[src/rtl/plat_misc_pkg.sv]
package plat_misc_pkg;
  localparam int BUS_AW     = 8;
  localparam int BUS_DW     = 32;
  localparam int FPU_NFLAGS = 6;
  localparam int PRES_W     = 16;

  localparam logic [BUS_AW-1:0] OFS_SLV = 8'h08;
  localparam logic [BUS_AW-1:0] OFS_MST = 8'h0A;
  localparam logic [BUS_AW-1:0] OFS_ARB = 8'h0C;
  localparam logic [BUS_AW-1:0] OFS_FPU = 8'h10;
  localparam logic [BUS_AW-1:0] OFS_CMP = 8'h40;

  localparam int ARB_BIT       = 9;
  localparam int ISCR_ONE_BIT  = 17;
  localparam int CMP_REQ_BIT   = 0;
  localparam int CMP_ACK_BIT   = 1;
  localparam int CMP_WOI_BIT   = 2;
  localparam int EN_SHIFT      = 16;

  typedef enum logic [2:0] {
    SEL_NONE, SEL_SLV, SEL_MST, SEL_ARB, SEL_FPU, SEL_CMP
  } reg_sel_e;

  // status bit of flag i: five contiguous from 8, the last one at 15
  function automatic int sts_pos(input int i);
    return (i == FPU_NFLAGS - 1) ? 15 : 8 + i;
  endfunction

  function automatic int en_pos(input int i);
    return sts_pos(i) + EN_SHIFT;
  endfunction

  function automatic reg_sel_e decode_sel(input logic [BUS_AW-1:0] a);
    case (a)
      OFS_SLV: return SEL_SLV;
      OFS_MST: return SEL_MST;
      OFS_ARB: return SEL_ARB;
      OFS_FPU: return SEL_FPU;
      OFS_CMP: return SEL_CMP;
      default: return SEL_NONE;
    endcase
  endfunction
endpackage

[src/rtl/plat_xbar_cfg.sv]
module plat_xbar_cfg
  import plat_misc_pkg::*;
#(
  parameter int                  XBAR_PORTS = 8,
  parameter logic [XBAR_PORTS-1:0] SLV_MAP  = 8'h1F,
  parameter logic [XBAR_PORTS-1:0] MST_MAP  = 8'h17
) (
  input  logic              clk,
  input  logic              rst_n,
  input  logic              wr_arb,
  input  logic              arb_wbit,
  output logic [BUS_DW-1:0] slv_word,
  output logic [BUS_DW-1:0] mst_word,
  output logic [BUS_DW-1:0] arb_word,
  output logic              arb_rr
);
  localparam int PAD_W = BUS_DW - XBAR_PORTS;

  logic arb_q;

  always_ff @(posedge clk) begin
    if (!rst_n)      arb_q <= 1'b0;
    else if (wr_arb) arb_q <= arb_wbit;
  end

  assign slv_word = {{PAD_W{1'b0}}, SLV_MAP};
  assign mst_word = {{PAD_W{1'b0}}, MST_MAP};

  always_comb begin
    arb_word          = '0;
    arb_word[ARB_BIT] = arb_q;
  end

  assign arb_rr = arb_q;

  AST_ARB_HOLDS: assert property (@(posedge clk) disable iff (!rst_n)
    !wr_arb |=> $stable(arb_rr));
endmodule

[src/rtl/plat_fpu_irq.sv]
module plat_fpu_irq
  import plat_misc_pkg::*;
#(
  parameter int NF = FPU_NFLAGS
) (
  input  logic              clk,
  input  logic              rst_n,
  input  logic              wr_iscr,
  input  logic [NF-1:0]     en_wbits,
  input  logic [NF-1:0]     flags,
  output logic [BUS_DW-1:0] iscr_word,
  output logic              irq
);
  logic [NF-1:0] en_q;
  logic [NF-1:0] hit;
  logic          irq_d;
  logic          irq_q;

  always_ff @(posedge clk) begin
    if (!rst_n)       en_q <= '0;
    else if (wr_iscr) en_q <= en_wbits;
  end

  assign hit   = flags & en_q;
  assign irq_d = |hit;

  always_ff @(posedge clk) begin
    if (!rst_n) irq_q <= 1'b0;
    else        irq_q <= irq_d;
  end

  always_comb begin
    iscr_word               = '0;
    iscr_word[ISCR_ONE_BIT] = 1'b1;
    for (int i = 0; i < NF; i++) begin
      iscr_word[sts_pos(i)] = flags[i];
      iscr_word[en_pos(i)]  = en_q[i];
    end
  end

  assign irq = irq_q;

  AST_IRQ_NEEDS_ENABLE: assert property (@(posedge clk) disable iff (!rst_n)
    irq |-> $past(|en_q));
  AST_IRQ_NEEDS_FLAG: assert property (@(posedge clk) disable iff (!rst_n)
    irq |-> $past(|flags));
endmodule

[src/rtl/plat_cmpop.sv]
module plat_cmpop
  import plat_misc_pkg::*;
(
  input  logic              clk,
  input  logic              rst_n,
  input  logic              wr_cpo,
  input  logic              req_wbit,
  input  logic              woi_wbit,
  input  logic              vec_fetch,
  input  logic              lp_done,
  output logic [BUS_DW-1:0] cpo_word,
  output logic              req
);
  logic req_q;
  logic woi_q;
  logic fetch_clear;

  assign fetch_clear = vec_fetch & woi_q;

  always_ff @(posedge clk) begin
    if (!rst_n) begin
      req_q <= 1'b0;
      woi_q <= 1'b0;
    end else begin
      if (wr_cpo) woi_q <= woi_wbit;
      if (fetch_clear)  req_q <= 1'b0;
      else if (wr_cpo)  req_q <= req_wbit;
    end
  end

  always_comb begin
    cpo_word              = '0;
    cpo_word[CMP_REQ_BIT] = req_q;
    cpo_word[CMP_ACK_BIT] = lp_done;
    cpo_word[CMP_WOI_BIT] = woi_q;
  end

  assign req = req_q;

  AST_FETCH_CLEARS_REQ: assert property (@(posedge clk) disable iff (!rst_n)
    (vec_fetch && woi_q) |=> !req);
  AST_REQ_HOLDS_IDLE: assert property (@(posedge clk) disable iff (!rst_n)
    (!wr_cpo && !vec_fetch) |=> $stable(req));
endmodule

[src/rtl/plat_misc_ctrl.sv]
module plat_misc_ctrl
  import plat_misc_pkg::*;
#(
  parameter int                    XBAR_PORTS = 8,
  parameter logic [XBAR_PORTS-1:0] SLV_MAP    = 8'h1F,
  parameter logic [XBAR_PORTS-1:0] MST_MAP    = 8'h17
) (
  input  logic                  clk,
  input  logic                  rst_n,
  input  logic                  bus_en,
  input  logic                  bus_we,
  input  logic [BUS_AW-1:0]     bus_addr,
  input  logic [BUS_DW-1:0]     bus_wdata,
  output logic [BUS_DW-1:0]     bus_rdata,
  output logic                  bus_rvalid,
  input  logic [FPU_NFLAGS-1:0] fpu_flags,
  input  logic                  vec_fetch,
  input  logic                  lp_entry_done,
  output logic                  fpu_irq,
  output logic                  arb_rr,
  output logic                  cmpop_req
);
  reg_sel_e              sel;
  logic                  wr_fire, rd_fire;
  logic                  wr_arb, wr_iscr, wr_cpo;
  logic [FPU_NFLAGS-1:0] en_wbits;
  logic [BUS_DW-1:0]     slv_word, mst_word, arb_word, iscr_word, cpo_word;
  logic [BUS_DW-1:0]     rd_mux;
  logic [BUS_DW-1:0]     rdata_q;
  logic                  rvalid_q;
  logic                  unused_wdata;

  assign sel     = decode_sel(bus_addr);
  assign wr_fire = bus_en & bus_we;
  assign rd_fire = bus_en & ~bus_we;
  assign wr_arb  = wr_fire && (sel == SEL_ARB);
  assign wr_iscr = wr_fire && (sel == SEL_FPU);
  assign wr_cpo  = wr_fire && (sel == SEL_CMP);

  always_comb begin
    for (int i = 0; i < FPU_NFLAGS; i++) en_wbits[i] = bus_wdata[en_pos(i)];
  end

  assign unused_wdata = ^bus_wdata;

  plat_xbar_cfg #(
    .XBAR_PORTS(XBAR_PORTS), .SLV_MAP(SLV_MAP), .MST_MAP(MST_MAP)
  ) u_xbar (
    .clk(clk), .rst_n(rst_n), .wr_arb(wr_arb), .arb_wbit(bus_wdata[ARB_BIT]),
    .slv_word(slv_word), .mst_word(mst_word), .arb_word(arb_word), .arb_rr(arb_rr)
  );

  plat_fpu_irq #(.NF(FPU_NFLAGS)) u_fpu (
    .clk(clk), .rst_n(rst_n), .wr_iscr(wr_iscr), .en_wbits(en_wbits),
    .flags(fpu_flags), .iscr_word(iscr_word), .irq(fpu_irq)
  );

  plat_cmpop u_cmp (
    .clk(clk), .rst_n(rst_n), .wr_cpo(wr_cpo),
    .req_wbit(bus_wdata[CMP_REQ_BIT]), .woi_wbit(bus_wdata[CMP_WOI_BIT]),
    .vec_fetch(vec_fetch), .lp_done(lp_entry_done),
    .cpo_word(cpo_word), .req(cmpop_req)
  );

  always_comb begin
    case (sel)
      SEL_SLV: rd_mux = slv_word;
      SEL_MST: rd_mux = mst_word;
      SEL_ARB: rd_mux = arb_word;
      SEL_FPU: rd_mux = iscr_word;
      SEL_CMP: rd_mux = cpo_word;
      default: rd_mux = '0;
    endcase
  end

  always_ff @(posedge clk) begin
    if (!rst_n) begin
      rdata_q  <= '0;
      rvalid_q <= 1'b0;
    end else begin
      rvalid_q <= rd_fire;
      if (rd_fire) rdata_q <= rd_mux;
    end
  end

  assign bus_rdata  = rdata_q;
  assign bus_rvalid = rvalid_q;

  AST_RVALID_FROM_READ: assert property (@(posedge clk) disable iff (!rst_n)
    bus_rvalid |-> $past(bus_en && !bus_we));
  AST_READ_NO_SIDE_EFFECT: assert property (@(posedge clk) disable iff (!rst_n)
    (rd_fire && !vec_fetch) |=> $stable(cmpop_req));
endmodule

[config.mk]
export PLATFORM = sky130hd
export DESIGN_NAME = plat_misc_ctrl
export DESIGN_NICKNAME = d
export VERILOG_FILES = /design/src/rtl/plat_misc_pkg.sv /design/src/rtl/plat_xbar_cfg.sv /design/src/rtl/plat_fpu_irq.sv /design/src/rtl/plat_cmpop.sv /design/src/rtl/plat_misc_ctrl.sv
export SDC_FILE = /design/constraint.sdc
export NUM_CORES = 1
export LEC_CHECK = 0
export BUFFER_PORTS_ARGS = -buffer_cell sky130_fd_sc_hd__buf_4
export CELL_PAD_IN_SITES_DETAIL_PLACEMENT = 1
export CELL_PAD_IN_SITES_GLOBAL_PLACEMENT = 1
export CORE_UTILIZATION = 30
export DETAILED_ROUTE_END_ITERATION = 16
export PLACE_DENSITY = 0.91
export SLEW_MARGIN = 20
export SYNTH_ARGS = -nofsm -noshare
export SYNTH_HDL_FRONTEND = slang
export SYNTH_SLANG_ARGS = --single-unit
[constraint.sdc]
create_clock -name clk -period 4.8 [get_ports clk]
set_input_delay 0.48 -clock clk [delete_from_list [all_inputs] [get_ports clk]]
set_output_delay 0.48 -clock clk [all_outputs]
set_load 0.02 [all_outputs]
==> results of run 1 <==
-- cell families (layout without fill, tap and decap cells) --
family,Yosys count,count (layout),share of synthesized area
xor+xnor,1,1,0.00685
simple gates,53,53,0.202
other cells,1,14,0.00293
buf+inv,24,59,0.124
flops,29,29,0.454
compound gates,26,26,0.148
mux,8,8,0.0626
-- placed cells by master, fill, tap and decap left out, drive strengths merged --
cell type / synthesis / routed
buf: 17 / 50
dfxtp: 29 / 29
nor2: 23 / 23
a22oi: 15 / 15
conb: 1 / 14
nand2: 12 / 12
mux2i: 8 / 8
clkbuf: 5 / 7
nand3: 4 / 4
nand2b: 3 / 3
a21oi: 3 / 3
a22o: 3 / 3
inv: 2 / 2
or4: 2 / 2
nor4: 2 / 2
nor2b: 2 / 2
nor3: 2 / 2
or4b: 1 / 1
or3: 1 / 1
nand4b: 1 / 1
a211oi: 1 / 1
o21ai: 1 / 1
a31oi: 1 / 1
xor2: 1 / 1
a32oi: 1 / 1
o31ai: 1 / 1
-- final cells by class --
cell class	instances	area (um2)	area share
multi-input cells	102	588	0.346
repair buffers	50	375	0.221
flip-flops and latches	29	581	0.341
inverters	2	7.51	0.00442
well taps	50	62.6	0.0368
clock buffers	7	86.3	0.0508
-- per-stage QoR --
step	instance area (um2)	util	hold slack (ns)	cells	worst slack, ns
4_1_cts	1700	0.419	0.396	240	2.76
5_1_grt	1700	0.419	0.396	240	2.52
3_5_place_dp	1610	0.398	0.455	233	2.49
3_3_place_gp	1610	0.398	0.453	233	2.54
6_report	1700	0.419	0.402	240	2.81
2_1_floorplan	1330	-	0.439	155	2.88
-- worst max-delay path, delay by kind of cell --
| kind | cells | cell delay (ns) |
|---|---|---|
| buffers and inverters | 1 | 0.12 |
| AND/OR/NAND/NOR | 3 | 1.43 |
| AO/OA/AOI/OAI | 1 | 0.17 |
-- how the worst max path moves through the flow --
| stage | depth (start not counted) | slack, ns | to | startpoint |
|---|---|---|---|---|
| 2_1_floorplan | 6 | 2.88 | u_fpu.en_q[0] | bus_addr[6] |
| 3_3_place_gp | 5 | 2.54 | bus_rdata[24] | bus_we |
| 3_5_place_dp | 5 | 2.49 | bus_rdata[11] | bus_we |
| 4_1_cts | 5 | 2.76 | bus_rdata[10] | bus_we |
| 5_1_grt | 5 | 2.52 | bus_rdata[24] | bus_we |
| 6_report | 5 | 2.81 | bus_rdata[10] | bus_we |
-- registers in the layout (all words and copies together) (netlist names) --
name,flops
bus_rvalid,1
u_fpu.en_q,6
u_fpu.irq,1
u_cmp.req,1
u_cmp.woi_q,1
bus_rdata,18
u_xbar.arb_rr,1
-- layer usage --
| layer | vias up | GRT usage |
|---|---|---|
| met2 | 40 | 0.273 |
| met5 | - | 0 |
| met1 | 532 | 0.161 |
| li1 | 564 | - |
| met4 | 0 | 0.0718 |
| met3 | 7 | 0.0490 |
-- power by group --
part           leakage (nW)  internal (mW)  total [mW]  switching [mW]
Clock                0.0443          0.113       0.199          0.0856
Combinational         0.510         0.0183      0.0456          0.0273
Sequential            0.234          0.241       0.241        0.000169
Total                 0.788          0.373       0.486           0.113
==> flow_metrics.env, run 1 <==
export IMPL_status="finished, final reports clean"
export IMPL_fin_crit_sh=0.415
export IMPL_grt_max_degree=24
export IMPL_finalHoldViolCount=0
export IMPL_netlist_area_um2=1280
export IMPL_initial_core_util=0.315
export IMPL_fin_crit_ns=1.99
export IMPL_avgRoutedWirePerCell_um=12.9
export IMPL_clk_path_buf_depth=2
export IMPL_report_final_slew_viol_count=0
export IMPL_synthToLayoutAreaGrowth_pct=33.0
export IMPL_ys_async_sr_fraction=0
export IMPL_track_usage=0.153
export IMPL_port_buffers=50
export IMPL_met1Wirelength_um=1290
export IMPL_clk_pin_slew_worst_paths_ns=0.06
export IMPL_crit_fanout=20
export IMPL_drc=0
export IMPL_yosys_most_used_dff="dfxtp_1"
export IMPL_gp_congestion=0.717
export IMPL_cts_setup_buffers=0
export IMPL_grt_pass1_wl_um=4960
export IMPL_synthTopCellsByCount="dfxtp_1, nor2_1, a22oi_1, buf_4, nand2_1"
export IMPL_cp_start_kind="input pin"
export IMPL_r2r_end="u_fpu.irq"
export IMPL_vdd_drop_max_uv=150
export IMPL_io_pins=88
export IMPL_critPathMaxStageDelay_ns=0.79
export IMPL_yosysMostFrequentCell="dfxtp_1"
export IMPL_wl_met2_um=1560
export IMPL_synth_seq_cells=29
export IMPL_dp_hpwl_um=2350
export IMPL_route_vias_total=1143
export IMPL_drv_cap=0
export IMPL_cts_made_buffers=5
export IMPL_worst_pin_slew_ns=0.835
export IMPL_worstHoldPathCells=2
export IMPL_yosys_top_cells_area="dfxtp_1, a22oi_1, buf_4, nor2_1, mux2i_1"
export IMPL_cts_resized=0
export IMPL_firstDrtPassIters=4
export IMPL_crit_path_end_kind="flop"
export IMPL_cellLeakagePower_nw=0.788
export IMPL_synth_edff_count=0
export IMPL_min_from="vec_fetch"
export IMPL_fin_skew_ns=0.00172
export IMPL_antenna_left=0
export IMPL_ys_types=29
export IMPL_synth_top_area_cell="dfxtp_1"
export IMPL_top_layer="met4"
export IMPL_ff2ff_path_depth=2
export IMPL_hold_buffers=0
export IMPL_vias_per_cell=4.76
export IMPL_drive_above_1_share=0.311
export IMPL_layout_nets=242
export IMPL_rr_startpoint="u_fpu.en_q[3]"
export IMPL_powerDensity_nw_per_um2=286
export IMPL_synth_cells=142
export IMPL_cts_max_level=2
export IMPL_max_freq_mhz=502
export IMPL_cts_tree="done"
export IMPL_routed_wl_um=3100
export IMPL_path_cells="buf_4 > nand2b_1 > nor3_2 > a22oi_1 > nor2_1"
export IMPL_detail_route_iter0_violations=67
export IMPL_route_met3_wl_um=195
export IMPL_setup_worst_path_class="input pin to flop"
export IMPL_yosysTopAreaCellShare=0.454
export IMPL_ys_warn_count=0
export IMPL_die_area_um2=4530
export IMPL_slew_headroom=0.444
export IMPL_n_fill_cell=496
export IMPL_dieWidth_um=67.3
export IMPL_n_antenna_cell=0
export IMPL_holdPathEnd="u_cmp.req"
export IMPL_coreArea_um2=4060
export IMPL_worstSkewPairLatency_ns=0.27
export IMPL_overflow=0
export IMPL_grt_pass1_vias=1095
export IMPL_hp_class="input pin to flop"
export IMPL_clock_sinks=29
export IMPL_die_y_um=67.3
export IMPL_syn_area_per_cell_um2=9.01
export IMPL_critPathArrivalTime_ns=2.20
export IMPL_cts_root_buffer="clkbuf_8"
export IMPL_synth_seq_area_share=0.454
export IMPL_tns_ns=0
export IMPL_cpMaxStageDelayCell="nor3_2"
export IMPL_worst_r2r_setup_slack_ns=4.01
export IMPL_setup_violations=0
export IMPL_antenna_found_initial=0
export IMPL_std_cell_rows=23
export IMPL_critical_path_required_ns=5.01
export IMPL_rsz0062_at_grt="false"
export IMPL_total_power_mw=0.486
(Power assumes the default switching activity.)
==> run 2, diff against run 1 <==
--- a/config.mk
+++ b/config.mk
@@ -8,9 +8,9 @@
 export BUFFER_PORTS_ARGS = -buffer_cell sky130_fd_sc_hd__buf_4
 export CELL_PAD_IN_SITES_DETAIL_PLACEMENT = 1
 export CELL_PAD_IN_SITES_GLOBAL_PLACEMENT = 1
-export CORE_UTILIZATION = 30
+export CORE_UTILIZATION = 25
 export DETAILED_ROUTE_END_ITERATION = 16
-export PLACE_DENSITY = 0.91
+export PLACE_DENSITY = 0.81
 export SLEW_MARGIN = 20
 export SYNTH_ARGS = -nofsm -noshare
 export SYNTH_HDL_FRONTEND = slang
==> constraint.sdc (replaced) <==
create_clock -name clk -period 1.75 [get_ports clk]
set_input_delay 0.175 -clock clk [delete_from_list [all_inputs] [get_ports clk]]
set_output_delay 0.175 -clock clk [all_outputs]
set_load 0.02 [all_outputs]
==> flow_metrics.env, run 2 (same netlist as run 1, synthesis figures left out) <==
export IMPL_critical_path_top_delay_family="simple AND/OR/NAND/NOR gates"
export IMPL_powerDensity_nw_per_um2=763
export IMPL_setup_worst_path_class="input pin to flop"
export IMPL_cts_max_level=2
export IMPL_clock_sinks=29
export IMPL_grt_pass1_vias=1142
export IMPL_fin_crit_sh=0.819
export IMPL_utilization=0.378
export IMPL_n_fill_cell=604
export IMPL_cts_root_buffer="clkbuf_8"
export IMPL_track_usage=0.131
export IMPL_io_pins=88
export IMPL_hold_buffers=0
export IMPL_report_final_slew_viol_count=0
export IMPL_worst_slack_ns=0.317
export IMPL_die_y_um=73.5
export IMPL_cts_setup_buffers=0
export IMPL_antenna_left=0
export IMPL_path_cells="buf_4 > or4_4 > or3_1 > buf_4 > mux2i_1 > nor2_1"
export IMPL_cellLeakagePower_nw=0.850
export IMPL_clk_pin_slew_worst_paths_ns=0.06
export IMPL_finalHoldViolCount=0
export IMPL_coreArea_um2=4820
export IMPL_cpMaxStageDelayCell="or4_4"
export IMPL_drv_cap=0
export IMPL_cts_resized=0
export IMPL_slew_headroom=0.612
export IMPL_vdd_drop_max_uv=398
export IMPL_setup_violations=0
export IMPL_worst_pin_slew_ns=0.577
export IMPL_synthToLayoutAreaGrowth_pct=42.3
export IMPL_critPathArrivalTime_ns=1.59
export IMPL_fin_skew_ns=0.00121
export IMPL_antenna_found_initial=0
export IMPL_crit_path_frequent_cell="buf_4"
export IMPL_std_cell_rows=25
export IMPL_dieWidth_um=73.5
export IMPL_vias_per_cell=4.38
export IMPL_drc=0
export IMPL_cts_tree="done"
export IMPL_overflow=0
export IMPL_pre_cts_ws_ns=0.0113
export IMPL_critPathMaxStageDelay_ns=0.56
export IMPL_drive_above_1_share=0.356
export IMPL_layout_common_cells="buf_4, dfxtp_1, nor2_1, a22oi_1, conb_1"
export IMPL_clk_path_buf_depth=2
export IMPL_port_buffers=50
export IMPL_multi_input_comb_area_um2=588
export IMPL_status="finished, final reports clean"
export IMPL_largest_reg_flops=18
export IMPL_worstSkewPairLatency_ns=0.27
export IMPL_grt_max_degree=19
export IMPL_path_buf_inv=2
export IMPL_crit_path_end_kind="flop"
export IMPL_routed_wl_um=3310
export IMPL_dp_hpwl_um=2670
export IMPL_avgRoutedWirePerCell_um=12.3
export IMPL_n_antenna_cell=0
export IMPL_critical_path_required_ns=1.91
export IMPL_initial_core_util=0.265
export IMPL_tns_ns=0
export IMPL_detail_route_iter0_violations=35
export IMPL_firstDrtPassIters=3
export IMPL_crit_fanout=6
export IMPL_die_area_um2=5410
export IMPL_gp_congestion=0.736
export IMPL_final_common_cell="buf_4"
export IMPL_cts_made_buffers=5
export IMPL_grt_pass1_wl_um=5340
export IMPL_ff_latch_area_um2=581
export IMPL_cp_start_kind="input pin"
export IMPL_rsz0062_at_grt="false"
export IMPL_max_freq_mhz=698
export IMPL_fin_crit_ns=1.43
export IMPL_hp_class="input pin to flop"
export IMPL_route_vias_total=1178
export IMPL_layout_nets=253
[run 2: area by class of cell]
cell class,instances,share of cell area
repair buffers,61,0.252
flip-flops and latches,29,0.319
well taps,67,0.0461
multi-input cells,102,0.323
inverters,2,0.00413
clock buffers,7,0.0530
clock inverters,1,0.00275
[run 2: path summary, 6_finish.rpt]
| path | start | end | slack, ns | cells after the start |
|---|---|---|---|---|
| setup / recovery | bus_addr[6] | u_fpu.en_q[2] | 0.32 | 6 |
| hold / removal | vec_fetch | u_cmp.req | 0.1 | 2 |
| hold reg to reg | bus_rdata[4] | bus_rdata[4] | 0.47 | 2 |
| setup reg to reg | u_fpu.en_q[3] | u_fpu.irq | 0.99 | 2 |
[run 2: per-layer routing]
metal	share of wire	routed length, um	vias up	GRT usage
met5	0	0	-	0
met4	0.0054	18	0	0.0385
met3	0.063	209	4	0.0439
met2	0.49	1610	38	0.223
met1	0.45	1480	554	0.155
li1	-	-	582	-
[run 2: power by group]
group | switching (mW) | total (mW) | internal (mW)
clock network | 0.233 | 0.588 | 0.355
registers | 0.000446 | 0.662 | 0.662
logic | 0.0776 | 0.138 | 0.0603
total | 0.311 | 1.39 | 1.08
[run 2: metrics by stage]
step                hold WS, ns  power (mW)  instance area (um2)  std cells
floorplan                 0.277       0.762                 1330        155
global placement          0.373       0.813                 1720        261
global route             0.0815        1.45                 1820        269
detailed placement        0.373       0.815                 1720        261
CTS                      0.0838        1.41                 1820        269
finish                   0.0977        1.39                 1820        269
==> run 3, diff against run 2 <==
--- a/config.mk
+++ b/config.mk
@@ -8,9 +8,9 @@
 export BUFFER_PORTS_ARGS = -buffer_cell sky130_fd_sc_hd__buf_4
 export CELL_PAD_IN_SITES_DETAIL_PLACEMENT = 1
 export CELL_PAD_IN_SITES_GLOBAL_PLACEMENT = 1
-export CORE_UTILIZATION = 25
+export CORE_UTILIZATION = 28
 export DETAILED_ROUTE_END_ITERATION = 16
-export PLACE_DENSITY = 0.81
+export PLACE_DENSITY = 0.86
 export SLEW_MARGIN = 20
 export SYNTH_ARGS = -nofsm -noshare
 export SYNTH_HDL_FRONTEND = slang
==> constraint.sdc (replaced) <==
create_clock -name clk -period 1.4 [get_ports clk]
set_input_delay 0.14 -clock clk [delete_from_list [all_inputs] [get_ports clk]]
set_output_delay 0.14 -clock clk [all_outputs]
set_load 0.02 [all_outputs]
==> flow_metrics.env, run 3 (same netlist as run 1, synthesis figures left out) <==
export IMPL_status="finished, final reports clean"
export IMPL_final_common_cell="buf_4"
export IMPL_vias_per_cell=4.68
export IMPL_cts_tree="done"
export IMPL_worst_slack_ns=0.0267
export IMPL_n_antenna_cell=0
export IMPL_antenna_found_initial=0
export IMPL_layoutNonFillerInstCount=255
export IMPL_drc=0
export IMPL_cts_setup_buffers=0
export IMPL_drv_cap=0
export IMPL_path_buf_inv=1
export IMPL_n_fill_cell=528
export IMPL_hp_class="input pin to flop"
export IMPL_fin_crit_ns=1.37
export IMPL_worstSkewPairLatency_ns=0.28
export IMPL_post_place_cells=247
export IMPL_ff2ff_path_depth=2
export IMPL_die_area_um2=4840
export IMPL_drive_above_1_share=0.360
export IMPL_setup_worst_path_class="input pin to flop"
export IMPL_grt_pass1_wl_um=5840
export IMPL_crit_start="bus_addr[6]"
export IMPL_clk_pin_slew_worst_paths_ns=0.06
export IMPL_cts_max_level=2
export IMPL_multi_input_comb_area_um2=593
export IMPL_route_vias_total=1194
export IMPL_port_buffers=50
export IMPL_worst_r2r_setup_slack_ns=0.63
export IMPL_critical_path_required_ns=1.63
export IMPL_critical_path_top_delay_family="simple AND/OR/NAND/NOR gates"
export IMPL_detail_route_iter0_violations=46
export IMPL_std_cell_rows=24
export IMPL_antenna_left=0
export IMPL_fin_crit_sh=0.981
export IMPL_coreArea_um2=4380
export IMPL_finalHoldViolCount=0
export IMPL_vdd_drop_max_uv=374
export IMPL_path_depth=5
export IMPL_dp_hpwl_um=2650
export IMPL_cts_root_buffer="clkbuf_8"
export IMPL_crit_fanout=5
export IMPL_rsz0062_at_grt="false"
export IMPL_crit_path_end_kind="flop"
export IMPL_endpoint="bus_rdata[2]"
export IMPL_critPathArrivalTime_ns=1.60
export IMPL_powerDensity_nw_per_um2=1040
export IMPL_clock_sinks=29
export IMPL_gp_congestion=0.761
export IMPL_layout_common_cells="buf_4, dfxtp_1, nor2_1, a22oi_1, conb_1"
export IMPL_grt_pass1_vias=1240
export IMPL_overflow=0
export IMPL_clk_path_buf_depth=2
export IMPL_fin_skew_ns=0.00478
export IMPL_ff_latch_area_um2=581
export IMPL_layout_nets=254
export IMPL_critPathMaxStageDelay_ns=0.57
export IMPL_io_pins=88
export IMPL_firstDrtPassIters=4
export IMPL_path_cells="buf_4 > or4_4 > or4_4 > nand2_1 > a22o_1"
export IMPL_max_freq_mhz=728
export IMPL_initial_core_util=0.292
export IMPL_hold_buffers=0
export IMPL_report_final_slew_viol_count=0
export IMPL_dieWidth_um=69.6
export IMPL_setup_violations=0
export IMPL_r2r_end="bus_rdata[9]"
export IMPL_cp_start_kind="input pin"
export IMPL_cpMaxStageDelayCell="or4_4"
export IMPL_cts_made_buffers=5
export IMPL_rr_startpoint="u_xbar.arb_rr"
export IMPL_synthToLayoutAreaGrowth_pct=43.2
export IMPL_avgRoutedWirePerCell_um=13.8
export IMPL_grt_max_degree=24
export IMPL_die_y_um=69.6
export IMPL_cellLeakagePower_nw=0.862
export IMPL_pre_cts_ws_ns=-0.337
export IMPL_crit_path_frequent_cell="or4_4"
export IMPL_largest_reg_flops=18
export IMPL_track_usage=0.155
export IMPL_routed_wl_um=3520
run 3: cell count changes in the layout (fill, tap and decap cells not counted), sizes merged:
cell    previous run  this run
buf               61        62
clkinv             1         0
bufinv             0         1
run 3: cell type report:
cell class              instances  area share
inverters                       2     0.00410
multi-input cells             102       0.324
clock inverters                 1      0.0164
repair buffers                 62       0.256
well taps                      52      0.0355
clock buffers                   7      0.0471
flip-flops and latches         29       0.317
run 3: repair_timing:
item | 4_1_cts | 5_1_grt
resized for setup | 1 | 1
pin swaps | 0 | 1
setup endpoints to repair | 6 | 4
run 3: worst min path at each step:
stage	endpoint	from	slack, ns	depth (start not counted)
3_5_place_dp	u_cmp.req	vec_fetch	0.34	2
5_1_grt	u_cmp.req	vec_fetch	0.04	2
2_1_floorplan	u_cmp.req	vec_fetch	0.24	1
3_3_place_gp	u_cmp.req	vec_fetch	0.34	2
6_report	u_cmp.req	vec_fetch	0.05	2
4_1_cts	u_cmp.req	vec_fetch	0.04	2
run 3: metrics by stage:
step / TNS [ns] / hold slack, ns / cell area [um2] / total power, mW / util
after CTS: 0 / 0.0375 / 1830 / 1.92 / 0.417
after floorplan: -1.80 / 0.242 / 1330 / 0.952 / -
after global routing: 0 / 0.0367 / 1830 / 1.98 / 0.418
final: 0 / 0.0462 / 1830 / 1.91 / 0.418
after detailed placement: -5.58 / 0.339 / 1710 / 1.02 / 0.389
after global placement: -5.07 / 0.339 / 1710 / 1.02 / 0.389
run 3: routing by layer:
| layer | part of all wire | vias up | wire length, um | GRT usage |
|---|---|---|---|---|
| li1 | - | 585 | - | - |
| met4 | 0.015 | 0 | 53 | 0.0612 |
| met5 | 0 | - | 0 | 0 |
| met1 | 0.43 | 566 | 1520 | 0.176 |
| met2 | 0.51 | 37 | 1790 | 0.269 |
| met3 | 0.048 | 6 | 168 | 0.0494 |
run 3: where the power goes:
group	leakage [nW]	internal, mW	total, mW	switching [mW]
clock	0.0585	0.580	0.901	0.322
sequential	0.234	0.827	0.827	0.000620
combinational	0.570	0.0788	0.179	0.101
